[src/rtl/mbga_pkg.sv]
package mbga_pkg;
    localparam int DEF_NUM_MEM = 16;
    localparam int DEF_NUM_BUS = 4;
    localparam int DEF_PID_W   = 4;

    function automatic int idx_width(input int n);
        return (n < 2) ? 1 : $clog2(n);
    endfunction
endpackage

[src/rtl/mbga_lsb_pick.sv]
module mbga_lsb_pick #(
    parameter int W  = 16,
    localparam int IW = mbga_pkg::idx_width(W)
) (
    input  logic [W-1:0]  req,
    output logic [W-1:0]  pick_oh,
    output logic [IW-1:0] pick_idx,
    output logic          found
);
    always_comb begin
        pick_idx = '0;
        for (int i = W - 1; i >= 0; i--) begin
            if (req[i]) pick_idx = IW'(i);
        end
    end

    assign pick_oh = req & (~req + W'(1));
    assign found   = |req;
endmodule

[src/rtl/mbga_pid_mux.sv]
module mbga_pid_mux #(
    parameter int N  = 16,
    parameter int PW = 4,
    localparam int IW = mbga_pkg::idx_width(N)
) (
    input  logic [N*PW-1:0] pid_flat,
    input  logic [IW-1:0]   sel,
    output logic [PW-1:0]   pid
);
    always_comb begin
        pid = '0;
        for (int i = 0; i < N; i++) begin
            if (sel == IW'(i)) pid = pid_flat[i*PW +: PW];
        end
    end
endmodule

[src/rtl/mbus_grant_alloc.sv]
module mbus_grant_alloc #(
    parameter int NUM_MEM = mbga_pkg::DEF_NUM_MEM,
    parameter int NUM_BUS = mbga_pkg::DEF_NUM_BUS,
    parameter int PID_W   = mbga_pkg::DEF_PID_W,
    localparam int MIDX_W = mbga_pkg::idx_width(NUM_MEM)
) (
    input  logic                      clk,
    input  logic                      rst_n,
    input  logic [NUM_MEM-1:0]        win_vld,
    input  logic [NUM_MEM*PID_W-1:0]  win_pid,
    output logic [NUM_BUS-1:0]        bus_vld,
    output logic [NUM_BUS*PID_W-1:0]  bus_pid,
    output logic [NUM_BUS*MIDX_W-1:0] bus_mem,
    output logic [NUM_MEM-1:0]        mem_granted
);
    typedef struct packed {
        logic [NUM_BUS-1:0]             vld;
        logic [NUM_BUS-1:0][PID_W-1:0]  pid;
        logic [NUM_BUS-1:0][MIDX_W-1:0] mem;
        logic [NUM_MEM-1:0]             granted;
    } alloc_t;

    alloc_t st_d, st_q;

    // Candidates still unserved before each bus slot
    logic [NUM_BUS:0][NUM_MEM-1:0]  remain;
    logic [NUM_BUS-1:0][NUM_MEM-1:0] slot_oh;
    logic [NUM_BUS-1:0][MIDX_W-1:0]  slot_idx;
    logic [NUM_BUS-1:0][PID_W-1:0]   slot_pid;
    logic [NUM_BUS-1:0]              slot_found;

    assign remain[0] = win_vld;

    for (genvar j = 0; j < NUM_BUS; j++) begin : g_slot
        mbga_lsb_pick #(.W(NUM_MEM)) pick_i (
            .req      (remain[j]),
            .pick_oh  (slot_oh[j]),
            .pick_idx (slot_idx[j]),
            .found    (slot_found[j])
        );

        mbga_pid_mux #(.N(NUM_MEM), .PW(PID_W)) mux_i (
            .pid_flat (win_pid),
            .sel      (slot_idx[j]),
            .pid      (slot_pid[j])
        );

        assign remain[j+1] = remain[j] & ~slot_oh[j];
    end

    always_comb begin
        st_d = '0;
        for (int j = 0; j < NUM_BUS; j++) begin
            st_d.vld[j] = slot_found[j];
            if (slot_found[j]) begin
                st_d.pid[j]  = slot_pid[j];
                st_d.mem[j]  = slot_idx[j];
                st_d.granted = st_d.granted | slot_oh[j];
            end
        end
    end

    always_ff @(posedge clk) begin
        if (!rst_n) st_q <= '0;
        else        st_q <= st_d;
    end

    assign bus_vld     = st_q.vld;
    assign mem_granted = st_q.granted;

    for (genvar j = 0; j < NUM_BUS; j++) begin : g_out
        assign bus_pid[j*PID_W +: PID_W]   = st_q.pid[j];
        assign bus_mem[j*MIDX_W +: MIDX_W] = st_q.mem[j];
    end
endmodule

[config.mk]
export PLATFORM = sky130hd
export DESIGN_NAME = mbus_grant_alloc
export DESIGN_NICKNAME = d
export VERILOG_FILES = /design/src/rtl/mbga_pkg.sv /design/src/rtl/mbga_lsb_pick.sv /design/src/rtl/mbga_pid_mux.sv /design/src/rtl/mbus_grant_alloc.sv
export SDC_FILE = /design/constraint.sdc
export NUM_CORES = 1
export LEC_CHECK = 0
export ABC_AREA = 1
export BUFFER_PORTS_ARGS = -buffer_cell sky130_fd_sc_hd__buf_2
export CAP_MARGIN = 25
export CORE_MARGIN = 4
export CORE_UTILIZATION = 35
export DETAILED_ROUTE_END_ITERATION = 10
export HOLD_SLACK_MARGIN = 0.1
export PLACE_DENSITY = 0.65
export SYNTH_ARGS = -nofsm -noshare
export SYNTH_HDL_FRONTEND = slang
export SYNTH_SLANG_ARGS = --single-unit
[constraint.sdc]
create_clock -name clk -period 4.4 [get_ports clk]
set_input_delay 0.88 -clock clk [delete_from_list [all_inputs] [get_ports clk]]
set_output_delay 0.88 -clock clk [all_outputs]
set_load 0.02 [all_outputs]
* After elaboration in Yosys (flattened, before gate mapping) *
Cells that the tools add are included.

word-level totals
  output and inout bits = 52
  input bits = 82
  register bits after elaboration = 52
  word-level logic and storage cells = 235

cells by class
  equal/unequal tests = 60
  mux-type cells = 132
  add/subtract/negate cells = 4
  reductions and logical operators = 12
  bitwise logic cells = 17

operator list
  cell                                                                   number
  4-bit two-way mux                                                      128
  4-bit equality test, second input constant                             32
  16-bit AND                                                             7
  16-bit inverter                                                        7
  16-bit by 1-bit adder with 16-bit output, second input constant        4
  4-bit by 3-bit equality test with 1-bit output, second input constant  16
  16-bit two-way mux                                                     4
  16-bit OR reduction                                                    4
  16-bit OR                                                              3
  4-bit by 2-bit equality test with 1-bit output, second input constant  8
  4-bit by 1-bit equality test with 1-bit output, second input constant  4
  4-bit zero test                                                        4
  2-bit AND reduction                                                    4

* Depth between registers and ports, before layout *
  depth in word-level cells = 48
  depth in mapped cells = 29
  gate-level depth less buffers = 28

* By module *
Synthesis repeated with hierarchy kept, for this count alone.

second synthesis, totals
  cell total of the unflattened synthesis = 1227
  area total of the unflattened synthesis = 6284.8 µm²

by module, submodules not included
  module            instances  sequential area each (µm²)  cells an instance  area each (µm²)
  mbga_pid_mux      4          0.0                         145                650.6
  mbus_grant_alloc  1          1041.0                      359                2306.0
  mbga_lsb_pick     4          0.0                         72                 344.1

* Worst setup path before layout *
No wires, ideal clock.

  path kind = input to register
  start point = in win_vld[3]
  end point = reg st_q, in the netlist bus_pid[14]
  required time = 4291 ps
  stages on the path = 27
  setup slack = 1026 ps
  arrival = 3265 ps
  setup time = 109 ps
  path buffers = 1
  cells stage by stage = buf_4 > nor2_4 > nand2_4 > nor2_8 > nand2_2 > nand2_2 > inv_2 > nor2_8 > nand3_2 > nand2_2 > nand2_4 > nor2_8 > inv_4 > nand2_4 > nand2_4 > nor2_8 > nand2_4 > nand2_4 > nor2_2 > clkinv_4 > nor2_2 > nor3_2 > nand3_1 > nor2_1 > nand3_1 > nand2_1 > inv_1

between the ends
  cells in the longest elaborated chain, start to end = 48
  elaborated cells between the ends (all ways) = 65
  classes of those cells = add/sub (3); eq/ne (15); mux (32); bitwise (12); reduce/logical (3)

RTL lines
  item                                      line                    RTL
  start: declaration                        mbus_grant_alloc.sv:9   input logic [NUM_MEM-1:0] win_vld,
  16-bit inverter                           mbga_lsb_pick.sv:17     assign pick_oh = req & (~req + W'(1));
  16-bit by 1-bit adder with 16-bit output  mbga_lsb_pick.sv:17
  16-bit AND                                mbga_lsb_pick.sv:17
  16-bit inverter                           mbus_grant_alloc.sv:48  assign remain[j+1] = remain[j] & ~slot_oh[j];
  16-bit AND (*)                            mbus_grant_alloc.sv:48
  16-bit inverter                           mbga_lsb_pick.sv:17
  16-bit by 1-bit adder with 16-bit output  mbga_lsb_pick.sv:17
  16-bit AND                                mbga_lsb_pick.sv:17
  [2 not listed]                            --
  16-bit inverter                           mbga_lsb_pick.sv:17
  16-bit by 1-bit adder with 16-bit output  mbga_lsb_pick.sv:17
  16-bit AND                                mbga_lsb_pick.sv:17
  16-bit inverter                           mbus_grant_alloc.sv:48
  16-bit AND (*)                            mbus_grant_alloc.sv:48
  4-bit two-way mux (16 in a row)           mbga_lsb_pick.sv:13     if (req[i]) pick_idx = IW'(i);
  4-bit zero test                           mbga_pid_mux.sv:13      if (sel == IW'(i)) pid = pid_flat[i*PW +: PW];
  4-bit two-way mux (16 in a row)           mbga_pid_mux.sv:13
  end signal: assignment                    mbus_grant_alloc.sv:65  else st_q <= st_d;
  end: declaration                          mbus_grant_alloc.sv:23  alloc_t st_d, st_q;

Mark *: on every way between the ends. The rest lies on a longest branch, timed or not.
A chain may end at the register's enable or synchronous reset.

* Final worst setup path *
  start point = in win_vld[1]
  end point = reg st_q, in the netlist bus_pid[15]

Same word-level chain as after synthesis.

==> flow_metrics.tcl <==
set metrics [dict create \
    end_kind "register" \
    floorplan.initialDensity_pct 35.8 \
    ys_seq_area_share_pct 20.0 \
    place.port_buffers 133 \
    core-area_um2 14500 \
    startpoint_kind_of_the_worst_setup_timing_path "input port" \
    dominantRegCellSynth "dfxtp_1" \
    wire_length_of_the_first_global_routing_pass_mm 32.9 \
    final_common_cell "nand2_1" \
    cts_sinks 52 \
    power.density_cell_area_nw_per_um2 244 \
    max_slew.worst_pin.slew_ns 0.661 \
    tritoncts.num_buffers 5 \
    rsz0062_at_grt "false" \
    drt_pre_antenna_iters 5 \
    wl_per_cell_um 17.0 \
    clock_path_buffers 2 \
    largest_net_degree_at_the_start_of_global_routing 18 \
    antenna_cells 0 \
    setup_tns_ns 0 \
    ctsHoldBuffers 0 \
    first_global_vias 5970 \
    io_pins 134 \
    run_status "finished clean" \
    max_cap_viol_count 0 \
    cts_tree "yes" \
    layout-area-overhead-vs-synth_pct 21.2 \
    cts.repair.resized 0 \
    dieArea_um2 16900 \
    timing.final.max_slew_violations 0 \
    critPathKind "input port to register" \
    nets 1169 \
    post_synth.cell_area_avg_um2 5.51 \
    max_fclk_ghz 0.262 \
    detailed_place_hpwl_mm 18.3 \
    floorplan.die.height_um 130 \
    setup_viol_count_final 0 \
    vias 6601 \
    final.fill_count 1649 \
    synth.net_count 1026 \
    die-width_um 130 \
    detail_route.wirelength_mm 21.6 \
    globalplace.congestion 1.00 \
    power.ir.vdd_worst_uv 129 \
    cp_data_arrival_time_ns 4.02 \
    path_clk_slew_ns 0.07 \
    report.final.hold_viol_count 0 \
    synth_edf_count 0 \
    min_path_type "input port to register" \
    synthesis.area_um2 5200 \
    cts_setup_buffers 0 \
    synth_async_sr_flop_share_pct 0 \
    detail_route.drc_violations 0 \
    placementRows 44 \
    grt_antenna_before_repair 0 \
    critPathRequiredTime_ns 4.60 \
    layout.cells.non_filler 1272 \
    postRouteAntennaNets 0 \
    crit_fanout 8 \
    total_leakage_power_nw 3.48 \
    drt-vias-per-instance 5.19 \
    netlist-cell-type-count 35 \
    final_cell_mix "nand2_1, nor2_1, inv_1, buf_2, dfxtp_1" \
    min_period_ns 3.82 \
    relSlewSlack_pct 55.6 \
    yosys_warnings 0 \
    cts_root_buf "clkbuf_16" \
    htree_levels 2 \
    period_share_pct 86.9 \
    final_core_util_pct 43.3 \
    final_layout_size_suffix_gt1_share_pct 22.0 \
    post_synth_inst_count 944 \
    global_route.usage.total_pct 25.4 \
    detailedRoute.firstIterationViolations 846 \
    global_route.overflow_total 0 \
    numPlacedInstances 1264 \
    flip_flop_and_latch_count_after_synthesis 52 \
]
worst paths after layout:
path | from | endpoint | slack [ns] | depth (start not counted)
hold / removal | win_vld[2] | mem_granted[2] | 0.84 | 3
setup / recovery | win_vld[1] | bus_pid[15] | 0.58 | 25
cell usage after synthesis, types with 4 or more instances:
master | number | share of area (%)
o22ai_1 | 8 | 0.96
nand2_2 | 23 | 2.8
or2_2 | 4 | 0.48
nor2_8 | 7 | 2.7
nor2_1 | 166 | 12
nor2_4 | 6 | 1.3
nor3_1 | 20 | 1.9
a31oi_1 | 6 | 0.72
o21ai_1 | 4 | 0.39
o21ai_0 | 31 | 3.0
nand4_1 | 44 | 5.3
inv_1 | 155 | 11
nand2_1 | 270 | 19
nand3_2 | 4 | 0.77
nand2_4 | 17 | 3.7
nand3_1 | 49 | 4.7
a21oi_1 | 33 | 3.2
dfxtp_1 | 52 | 20
nor2_2 | 7 | 0.84
inv_2 | 15 | 1.1
cells by family after synthesis:
family                 count (synthesis)  share of synthesized area [%]
AO/OA/AOI/OAI                         93                           10.0
flip-flops                            52                           20.0
buffers and inverters                177                           13.1
AND/OR/NAND/NOR                      622                           56.8
power breakdown:
part           leakage (nW)  internal (W)  total, W  switching, W
clock network        0.0871      0.000286  0.000486      0.000200
registers             0.430      0.000505  0.000512    0.00000762
logic                  2.96      0.000161  0.000542      0.000380
layout make-up:
| cell class | instances | area (µm²) | share of cell area [%] |
|---|---|---|---|
| Multi-Input combinational cell | 715 | 3480 | 55.2 |
| Clock buffer | 6 | 139 | 2.20 |
| Inverter | 173 | 657 | 10.4 |
| Tap cell | 184 | 230 | 3.65 |
| Sequential cell | 52 | 1040 | 16.5 |
| Clock inverter | 2 | 38.8 | 0.616 |
| Timing Repair Buffer | 140 | 718 | 11.4 |
through the flow:
stage               total power (W)  worst slack (ns)  cell area (µm²)  hold WS (ns)
floorplan                  0.000850              1.03             5200         0.973
global placement            0.00106             0.243             6120          1.15
detailed placement          0.00105             0.261             6120          1.17
CTS                         0.00155             0.590             6300         0.837
global route                0.00163             0.279             6300         0.854
finish                      0.00154             0.578             6300         0.843
per-layer routing:
layer  vias to the layer above  share of wire (%)  global-route usage [%]
met2                       329                 43                    38.6
li1                       3252                  -                       -
met4                         0                2.9                    8.80
met1                      2983                 44                    35.9
met5                         -                  0                       0
met3                        37                9.4                    5.08
state kept, by name, summed over array words and instances, names as in the netlist:
name,cells
bus_mem,16
bus_pid,16
bus_vld,4
mem_granted,16
worst max-delay path, stage by stage:
cell and delay, ns:
buf_2 0.18, nand2_2 0.19, inv_2 0.12, nor2_1 0.20
nand2_1 0.11, nand2_1 0.24, nand2_2 0.10, inv_2 0.09
nand2_4 0.07, nor2_8 0.18, nand2_4 0.11, nor2_8 0.20
nand2_2 0.10, nand2_2 0.11, nand2_4 0.08, nor2_8 0.16
nand2_4 0.07, nand2_4 0.07, nor2_2 0.06, nand2_1 0.06
nand3_1 0.08, nor3_1 0.23, nand3_1 0.12, nor3_1 0.15
nor2_1 0.06
Note: power is estimated with default switching activity, not from simulation.
